## src/rtl/usb_ep_pkg.sv

```systemverilog
package usb_ep_pkg;
  localparam int unsigned NUM_EP   = 3;
  localparam int unsigned EP_IDX_W = 2;
  localparam int unsigned BYTE_W   = 8;
  localparam int unsigned CNT_W    = 7;

  localparam logic [7:0] ADDR_EP0_CTL   = 8'h4D;
  localparam logic [7:0] ADDR_EP0_RXCNT = 8'h4E;
  localparam logic [7:0] ADDR_DATA_BASE = 8'h4F;

  localparam int unsigned CTL_STALL_BIT  = 2;
  localparam int unsigned CTL_READY_BIT  = 1;
  localparam int unsigned CTL_TOGGLE_BIT = 0;
  localparam int unsigned DIR_BIT        = 7;

  typedef enum logic [1:0] {
    REPLY_NAK   = 2'b00,
    REPLY_DATA0 = 2'b01,
    REPLY_DATA1 = 2'b10,
    REPLY_STALL = 2'b11
  } ep0_reply_e;
endpackage

```

## src/rtl/ep_byte_fifo.sv

```systemverilog
module ep_byte_fifo #(
  parameter int unsigned WIDTH = 8,
  parameter int unsigned DEPTH = 64
) (
  input  logic             clk,
  input  logic             rst_n,
  input  logic             push_valid,
  input  logic [WIDTH-1:0] push_data,
  input  logic             pop_ready,
  output logic [WIDTH-1:0] pop_data,
  output logic             empty,
  output logic             full
);
  localparam int unsigned AW = $clog2(DEPTH);

  logic [WIDTH-1:0] mem [DEPTH];
  logic [AW:0]      wr_ptr;
  logic [AW:0]      rd_ptr;
  logic             do_push;
  logic             do_pop;

  assign empty   = (wr_ptr == rd_ptr);
  assign full    = (wr_ptr[AW] != rd_ptr[AW]) && (wr_ptr[AW-1:0] == rd_ptr[AW-1:0]);
  assign do_push = push_valid && !full;
  assign do_pop  = pop_ready && !empty;
  assign pop_data = mem[rd_ptr[AW-1:0]];

  always_ff @(posedge clk) begin
    if (do_push) mem[wr_ptr[AW-1:0]] <= push_data;
  end

  always_ff @(posedge clk) begin
    if (!rst_n) begin
      wr_ptr <= '0;
      rd_ptr <= '0;
    end else begin
      if (do_push) wr_ptr <= wr_ptr + 1'b1;
      if (do_pop)  rd_ptr <= rd_ptr + 1'b1;
    end
  end
endmodule

```

## src/rtl/ep0_ctl_bits.sv

```systemverilog
module ep0_ctl_bits
  import usb_ep_pkg::*;
#(
  parameter int unsigned CW = CNT_W
) (
  input  logic          clk,
  input  logic          rst_n,
  input  logic          ctl_wr,
  input  logic [2:0]    ctl_wdata,
  input  logic          dir_wr,
  input  logic          dir_wdata,
  input  logic          setup_seen,
  input  logic          tx_acked,
  input  logic          cnt_inc,
  input  logic          cnt_dec,
  output logic          stall,
  output logic          ready,
  output logic          toggle,
  output logic          dir_flag,
  output logic [CW-1:0] rx_count,
  output logic [1:0]    reply
);
  ep0_reply_e reply_q;

  // setup has priority over ack, ack over a plain write
  always_ff @(posedge clk) begin
    if (!rst_n) begin
      stall  <= 1'b0;
      ready  <= 1'b0;
      toggle <= 1'b0;
    end else if (setup_seen) begin
      stall  <= 1'b0;
      toggle <= 1'b1;
      if (ctl_wr) ready <= ctl_wdata[CTL_READY_BIT];
    end else if (tx_acked) begin
      ready  <= 1'b0;
      toggle <= ~toggle;
      if (ctl_wr) stall <= ctl_wdata[CTL_STALL_BIT];
    end else if (ctl_wr) begin
      stall  <= ctl_wdata[CTL_STALL_BIT];
      ready  <= ctl_wdata[CTL_READY_BIT];
      toggle <= ctl_wdata[CTL_TOGGLE_BIT];
    end
  end

  always_ff @(posedge clk) begin
    if (!rst_n)      dir_flag <= 1'b0;
    else if (dir_wr) dir_flag <= dir_wdata;
  end

  always_ff @(posedge clk) begin
    if (!rst_n) begin
      rx_count <= '0;
    end else begin
      case ({cnt_inc, cnt_dec})
        2'b10:   rx_count <= rx_count + 1'b1;
        2'b01:   rx_count <= rx_count - 1'b1;
        default: rx_count <= rx_count;
      endcase
    end
  end

  always_comb begin
    if (stall)       reply_q = REPLY_STALL;
    else if (!ready) reply_q = REPLY_NAK;
    else if (toggle) reply_q = REPLY_DATA1;
    else             reply_q = REPLY_DATA0;
  end

  assign reply = reply_q;
endmodule

```

## src/rtl/usb_ctl_ep_regs.sv

```systemverilog
module usb_ctl_ep_regs
  import usb_ep_pkg::*;
#(
  parameter int unsigned FIFO_DEPTH = 64
) (
  input  logic                       clk,
  input  logic                       rst_n,
  input  logic                       reg_sel,
  input  logic                       reg_wr,
  input  logic [7:0]                 reg_addr,
  input  logic [7:0]                 reg_wdata,
  output logic [7:0]                 reg_rdata,
  input  logic                       setup_seen,
  input  logic                       ep0_acked,
  output logic [1:0]                 ep0_reply,
  input  logic                       rx_valid,
  input  logic [EP_IDX_W-1:0]        rx_ep,
  input  logic [BYTE_W-1:0]          rx_byte,
  output logic                       rx_ready,
  output logic [NUM_EP-1:0]          tx_valid,
  input  logic [NUM_EP-1:0]          tx_ready,
  output logic [NUM_EP*BYTE_W-1:0]   tx_byte,
  output logic [NUM_EP-1:0]          tx_empty,
  output logic [NUM_EP-1:0]          tx_full,
  output logic [NUM_EP-1:0]          rx_empty,
  output logic [NUM_EP-1:0]          rx_full
);
  logic [NUM_EP-1:0] port_hit;
  logic [NUM_EP-1:0] tx_push;
  logic [NUM_EP-1:0] rx_pop;
  logic [NUM_EP-1:0] rx_push;
  logic [BYTE_W-1:0] rx_head [NUM_EP];

  logic              ctl_wr;
  logic              dir_wr;
  logic              stall_q;
  logic              ready_q;
  logic              toggle_q;
  logic              dir_q;
  logic [CNT_W-1:0]  rx_cnt_q;

  assign ctl_wr = reg_sel && reg_wr && (reg_addr == ADDR_EP0_CTL);
  assign dir_wr = reg_sel && reg_wr && (reg_addr == ADDR_EP0_RXCNT);

  for (genvar i = 0; i < NUM_EP; i++) begin : g_ep
    assign port_hit[i] = reg_sel && (reg_addr == ADDR_DATA_BASE + 8'(i));
    assign tx_push[i]  = port_hit[i] && reg_wr;
    assign rx_pop[i]   = port_hit[i] && !reg_wr;
    assign rx_push[i]  = rx_valid && (rx_ep == EP_IDX_W'(i));

    ep_byte_fifo #(.WIDTH(BYTE_W), .DEPTH(FIFO_DEPTH)) u_tx_fifo (
      .clk        (clk),
      .rst_n      (rst_n),
      .push_valid (tx_push[i]),
      .push_data  (reg_wdata),
      .pop_ready  (tx_ready[i]),
      .pop_data   (tx_byte[i*BYTE_W +: BYTE_W]),
      .empty      (tx_empty[i]),
      .full       (tx_full[i])
    );

    ep_byte_fifo #(.WIDTH(BYTE_W), .DEPTH(FIFO_DEPTH)) u_rx_fifo (
      .clk        (clk),
      .rst_n      (rst_n),
      .push_valid (rx_push[i]),
      .push_data  (rx_byte),
      .pop_ready  (rx_pop[i]),
      .pop_data   (rx_head[i]),
      .empty      (rx_empty[i]),
      .full       (rx_full[i])
    );

    assign tx_valid[i] = !tx_empty[i];
  end

  always_comb begin
    rx_ready = 1'b0;
    for (int i = 0; i < NUM_EP; i++) begin
      if (rx_ep == EP_IDX_W'(i)) rx_ready = !rx_full[i];
    end
  end

  ep0_ctl_bits #(.CW(CNT_W)) u_ep0_ctl (
    .clk        (clk),
    .rst_n      (rst_n),
    .ctl_wr     (ctl_wr),
    .ctl_wdata  (reg_wdata[2:0]),
    .dir_wr     (dir_wr),
    .dir_wdata  (reg_wdata[DIR_BIT]),
    .setup_seen (setup_seen),
    .tx_acked   (ep0_acked),
    .cnt_inc    (rx_push[0] && !rx_full[0]),
    .cnt_dec    (rx_pop[0] && !rx_empty[0]),
    .stall      (stall_q),
    .ready      (ready_q),
    .toggle     (toggle_q),
    .dir_flag   (dir_q),
    .rx_count   (rx_cnt_q),
    .reply      (ep0_reply)
  );

  always_comb begin
    reg_rdata = '0;
    if (reg_sel) begin
      if (reg_addr == ADDR_EP0_CTL) begin
        reg_rdata = {5'b0, stall_q, ready_q, toggle_q};
      end else if (reg_addr == ADDR_EP0_RXCNT) begin
        reg_rdata = {dir_q, rx_cnt_q};
      end
      for (int i = 0; i < NUM_EP; i++) begin
        if (port_hit[i] && !rx_empty[i]) reg_rdata = rx_head[i];
      end
    end
  end
endmodule

```

## config.mk

```make
export PLATFORM = sky130hd
export DESIGN_NAME = usb_ctl_ep_regs
export DESIGN_NICKNAME = d
export VERILOG_FILES = /design/src/rtl/usb_ep_pkg.sv /design/src/rtl/ep_byte_fifo.sv /design/src/rtl/ep0_ctl_bits.sv /design/src/rtl/usb_ctl_ep_regs.sv
export SDC_FILE = /design/constraint.sdc
export NUM_CORES = 2
export LEC_CHECK = 0
export BUFFER_PORTS_ARGS = -buffer_cell sky130_fd_sc_hd__clkbuf_2
export CAP_MARGIN = 20
export CORE_ASPECT_RATIO = 0.8
export CORE_MARGIN = 2
export CORE_UTILIZATION = 61
export CTS_CLUSTER_SIZE = 20
export DETAILED_ROUTE_END_ITERATION = 12
export PLACE_DENSITY = 0.8
export SYNTH_ARGS = -nofsm -noshare
export SYNTH_HDL_FRONTEND = slang
export SYNTH_SLANG_ARGS = --single-unit
```

## constraint.sdc

```tcl
create_clock -name clk -period 3.8 [get_ports clk]
set_input_delay 0.57 -clock clk [delete_from_list [all_inputs] [get_ports clk]]
set_output_delay 0.57 -clock clk [all_outputs]
set_load 0.01 [all_outputs]
```

==> flow_summary.json <==
{
  "cts.root.buffer_cell": "clkbuf_16",
  "ys_seq_elements": 3203,
  "layout-drive-gt1-share": 0.3415,
  "powerDensity_nw_per_um2": 478.4,
  "synth_compound_area_frac": 0.01439,
  "synth_top_family_by_area": "multiplexers",
  "clkTransAtPathRegs_ns": 0.07,
  "hold_path.class": "input pin to flip-flop",
  "syn_area_um2": 124900,
  "viasPerCell": 7.165,
  "die_height_um": 408.7,
  "yosysTopAreaCell": "edfxtp_1",
  "finalSetupViolCount": 32,
  "vias": 68320,
  "die_w_um": 509.9,
  "finalMaxSlewViolations": 0,
  "startpoint_type": "flip-flop",
  "synthFlopType": "edfxtp_1",
  "rsz0062_at_grt": "yes",
  "ios": 86,
  "place_inst": 8867,
  "routed_wl_mm": 352.4,
  "yosys_warnings": 0,
  "cts_made_buffers": 308,
  "synthArstFlopShare": 0,
  "cp.required_ns": 3.23,
  "synthMuxAreaShare": 0.1708,
  "final_core_util": 0.7149,
  "core-area_um2": 203500,
  "critPathMaxFanout": 8,
  "htreeDepth": 5,
  "clock-sinks": 3203,
  "critPathCaptureType": "output pin",
  "initialDrtViolationCount": 12790,
  "initial_core_util": 0.6138,
  "grt_max_degree": 130,
  "synth_edf_count": 3072,
  "crit_path_end": "reg_rdata[0]",
  "floorplan.die_area_um2": 208400,
  "overflow": 0,
  "place.detailed.hpwl_mm": 177.7,
  "synth_area_per_cell_um2": 21.56,
  "syn_inst": 5794,
  "relSlewSlack": 0.1294,
  "synthXorXnorAreaFrac": 0.007503,
  "cts.path.max_buffers": 4,
  "drt-pass1-iter-count": 8,
  "yosysTopAreaCellShare": 0.7386,
  "clock-skew-final_ns": 0.1022,
  "grt_usage": 0.3368,
  "yosysUniqueCellTypes": 69,
  "min_period_ns": 4.418,
  "cts_tree": "yes",
  "tns_ns": -12.44,
  "reg2reg_slack_ns": 0.16,
  "crit_arrival_ns": 3.85,
  "seq_area_frac_synth": 0.7595,
  "syn-num-nets": 5844,
  "io_buffer_count": 85,
  "area_growth_pct": 16.48,
  "r2r_start": "g_ep[1].u_rx_fifo.wr_ptr[6]",
  "grt_pass1_vias": 68180,
  "synthTopCellsByArea": "edfxtp_1, mux4_2, dfxtp_1",
  "leakagePower_nw": 45.50,
  "antenna_left": 0,
  "synthSimpleGateAreaFrac": 0.03352,
  "yosys.cell_count.top_type": "edfxtp_1",
  "irDropWorstVdd_v": 0.0005204,
  "setup_ws_ns": -0.6182,
  "synth_fa_ha_area_frac": 0.001402,
  "hold_violations": 0,
  "fmax_ghz": 0.2263,
  "holdWs_ns": 0.1243,
  "max_cap_violations": 0,
  "tightest_slew_ns": 1.306,
  "reg2reg_depth": 7,
  "wl_per_cell_um": 36.96,
  "final_cells": 9535,
  "gp_congestion": 0.8683,
  "fin_crit_sh": 1.163,
  "crit-reg2reg-capture": "g_ep[1].u_rx_fifo.mem[32][6]",
  "grt_pass1_wl_mm": 499.6,
  "fp-row-count": 148,
  "status": "finished with violations",
  "clk_latency_ns": 0.98,
  "drc": 0,
  "synth_common_cells": "edfxtp_1, mux4_2, nor2_1",
  "layout.nets": 6659,
  "violations": "setup timing",
  "antenna_found_initial": 22,
  "critPathKind": "flip-flop to output pin"
}
-- worst max-delay path: stages, from the launching register on --
cell and delay (ns):
dfxtp_4 0.41, buf_12 0.17, buf_8 0.19, buf_16 0.17
mux4_2 0.56, mux2i_1 0.25, a21oi_2 0.14, a21oi_2 0.32
a31oi_4 0.17, or3_1 0.35, buf_6 0.14
-- timing repair --
action | 4_1_cts | 5_1_grt
pin swaps | 17 | 34
endpoints found under the setup margin | 33 | 34
resized for setup | 171 | 134
endpoints found under the hold margin | 3 | 0
hold buffers | 2 | 0
setup buffers | 58 | 37
cloned | 29 | 13
-- per-stage QoR --
stage / total power [W] / setup WS [ns] / area (µm²)
2_1_floorplan: 0.03953 / 0.3174 / 124900
3_3_place_gp: 0.04017 / 0.1481 / 132600
3_5_place_dp: 0.04023 / 0.06585 / 132600
4_1_cts: 0.06928 / -0.5851 / 144300
5_1_grt: 0.07078 / -0.6025 / 145500
6_report: 0.06960 / -0.6182 / 145500
-- sequential cells by signal (all words and copies together) (netlist names), named ones only --
signal                 cells
g_ep.u_tx_fifo.mem      1536
g_ep.u_rx_fifo.wr_ptr     21
u_ep0_ctl.dir_flag         1
u_ep0_ctl.stall            1
g_ep.u_rx_fifo.rd_ptr     21
g_ep.u_tx_fifo.rd_ptr     21
u_ep0_ctl.ready            1
g_ep.u_rx_fifo.mem      1536
u_ep0_ctl.rx_count         7
u_ep0_ctl.toggle           1
g_ep.u_tx_fifo.wr_ptr     21
-- how the worst min path moves through the flow --
stage / startpoint / to / slack (ns) / cells past startpoint
2_1_floorplan: u_ep0_ctl.rx_count[6] / u_ep0_ctl.rx_count[6] / 0.45 / 2
3_3_place_gp: u_ep0_ctl.rx_count[6] / u_ep0_ctl.rx_count[6] / 0.47 / 2
3_5_place_dp: u_ep0_ctl.rx_count[6] / u_ep0_ctl.rx_count[6] / 0.48 / 2
4_1_cts: reg_wdata[3] / g_ep[2].u_tx_fifo.mem[15][3] / 0.12 / 1
5_1_grt: reg_wdata[3] / g_ep[2].u_tx_fifo.mem[19][3] / 0.17 / 1
6_report: rx_byte[5] / g_ep[2].u_rx_fifo.mem[3][5] / 0.12 / 1
-- per-layer routing --
| metal | wire length [µm] | part of all wire | vias to the layer above | GRT usage |
|---|---|---|---|---|
| li1 | - | - | 25730 | - |
| met5 | 196 | 0.00056 | - | 0 |
| met1 | 115300 | 0.33 | 34700 | 0.4556 |
| met3 | 45770 | 0.13 | 1253 | 0.07413 |
| met4 | 20910 | 0.059 | 28 | 0.1551 |
| met2 | 170300 | 0.48 | 6612 | 0.5322 |
-- placed cells by master, fill, tap and decap left out, types with 53 or more instances in the layout --
| master | count |
|---|---|
| clkbuf_16 | 327 |
| buf_4 | 597 |
| clkbuf_2 | 53 |
| clkbuf_1 | 64 |
| and2_1 | 70 |
| nor2_1 | 438 |
| mux4_2 | 915 |
| edfxtp_1 | 3072 |
| xor2_1 | 61 |
| dfxtp_1 | 106 |
| nand2_1 | 87 |
| buf_12 | 69 |
-- kinds of logic (layout without fill, tap and decap cells) --
group / count (synthesis) / after routing
buffers and inverters: 356 / 1391
AND/OR/NAND/NOR: 875 / 875
AO/OA/AOI/OAI: 260 / 260
other: 0 / 6
adder cells (fa/ha/maj): 14 / 14
XOR/XNOR: 107 / 107
multiplexers: 979 / 979
flip-flops: 3203 / 3203
-- layout make-up --
cell class / instances / area (µm²)
clock inverters: 136 / 1142
fillers: 10550 / 58020
repair buffers: 839 / 8436
well taps: 2700 / 3378
clock buffers: 394 / 8318
flip-flops and latches: 3203 / 94940
diodes: 6 / 15.01
inverters: 22 / 82.58
multi-input cells: 2235 / 29180
-- where the power goes --
group          total [W]  switching [W]  leakage (nW)  internal [W]
combinational   0.000881       0.000744          12.2      0.000137
clock             0.0301         0.0134          4.63        0.0167
sequential        0.0386      0.0000105          28.7        0.0386
total             0.0696         0.0142          45.5        0.0554
(Power assumes the default switching activity.)
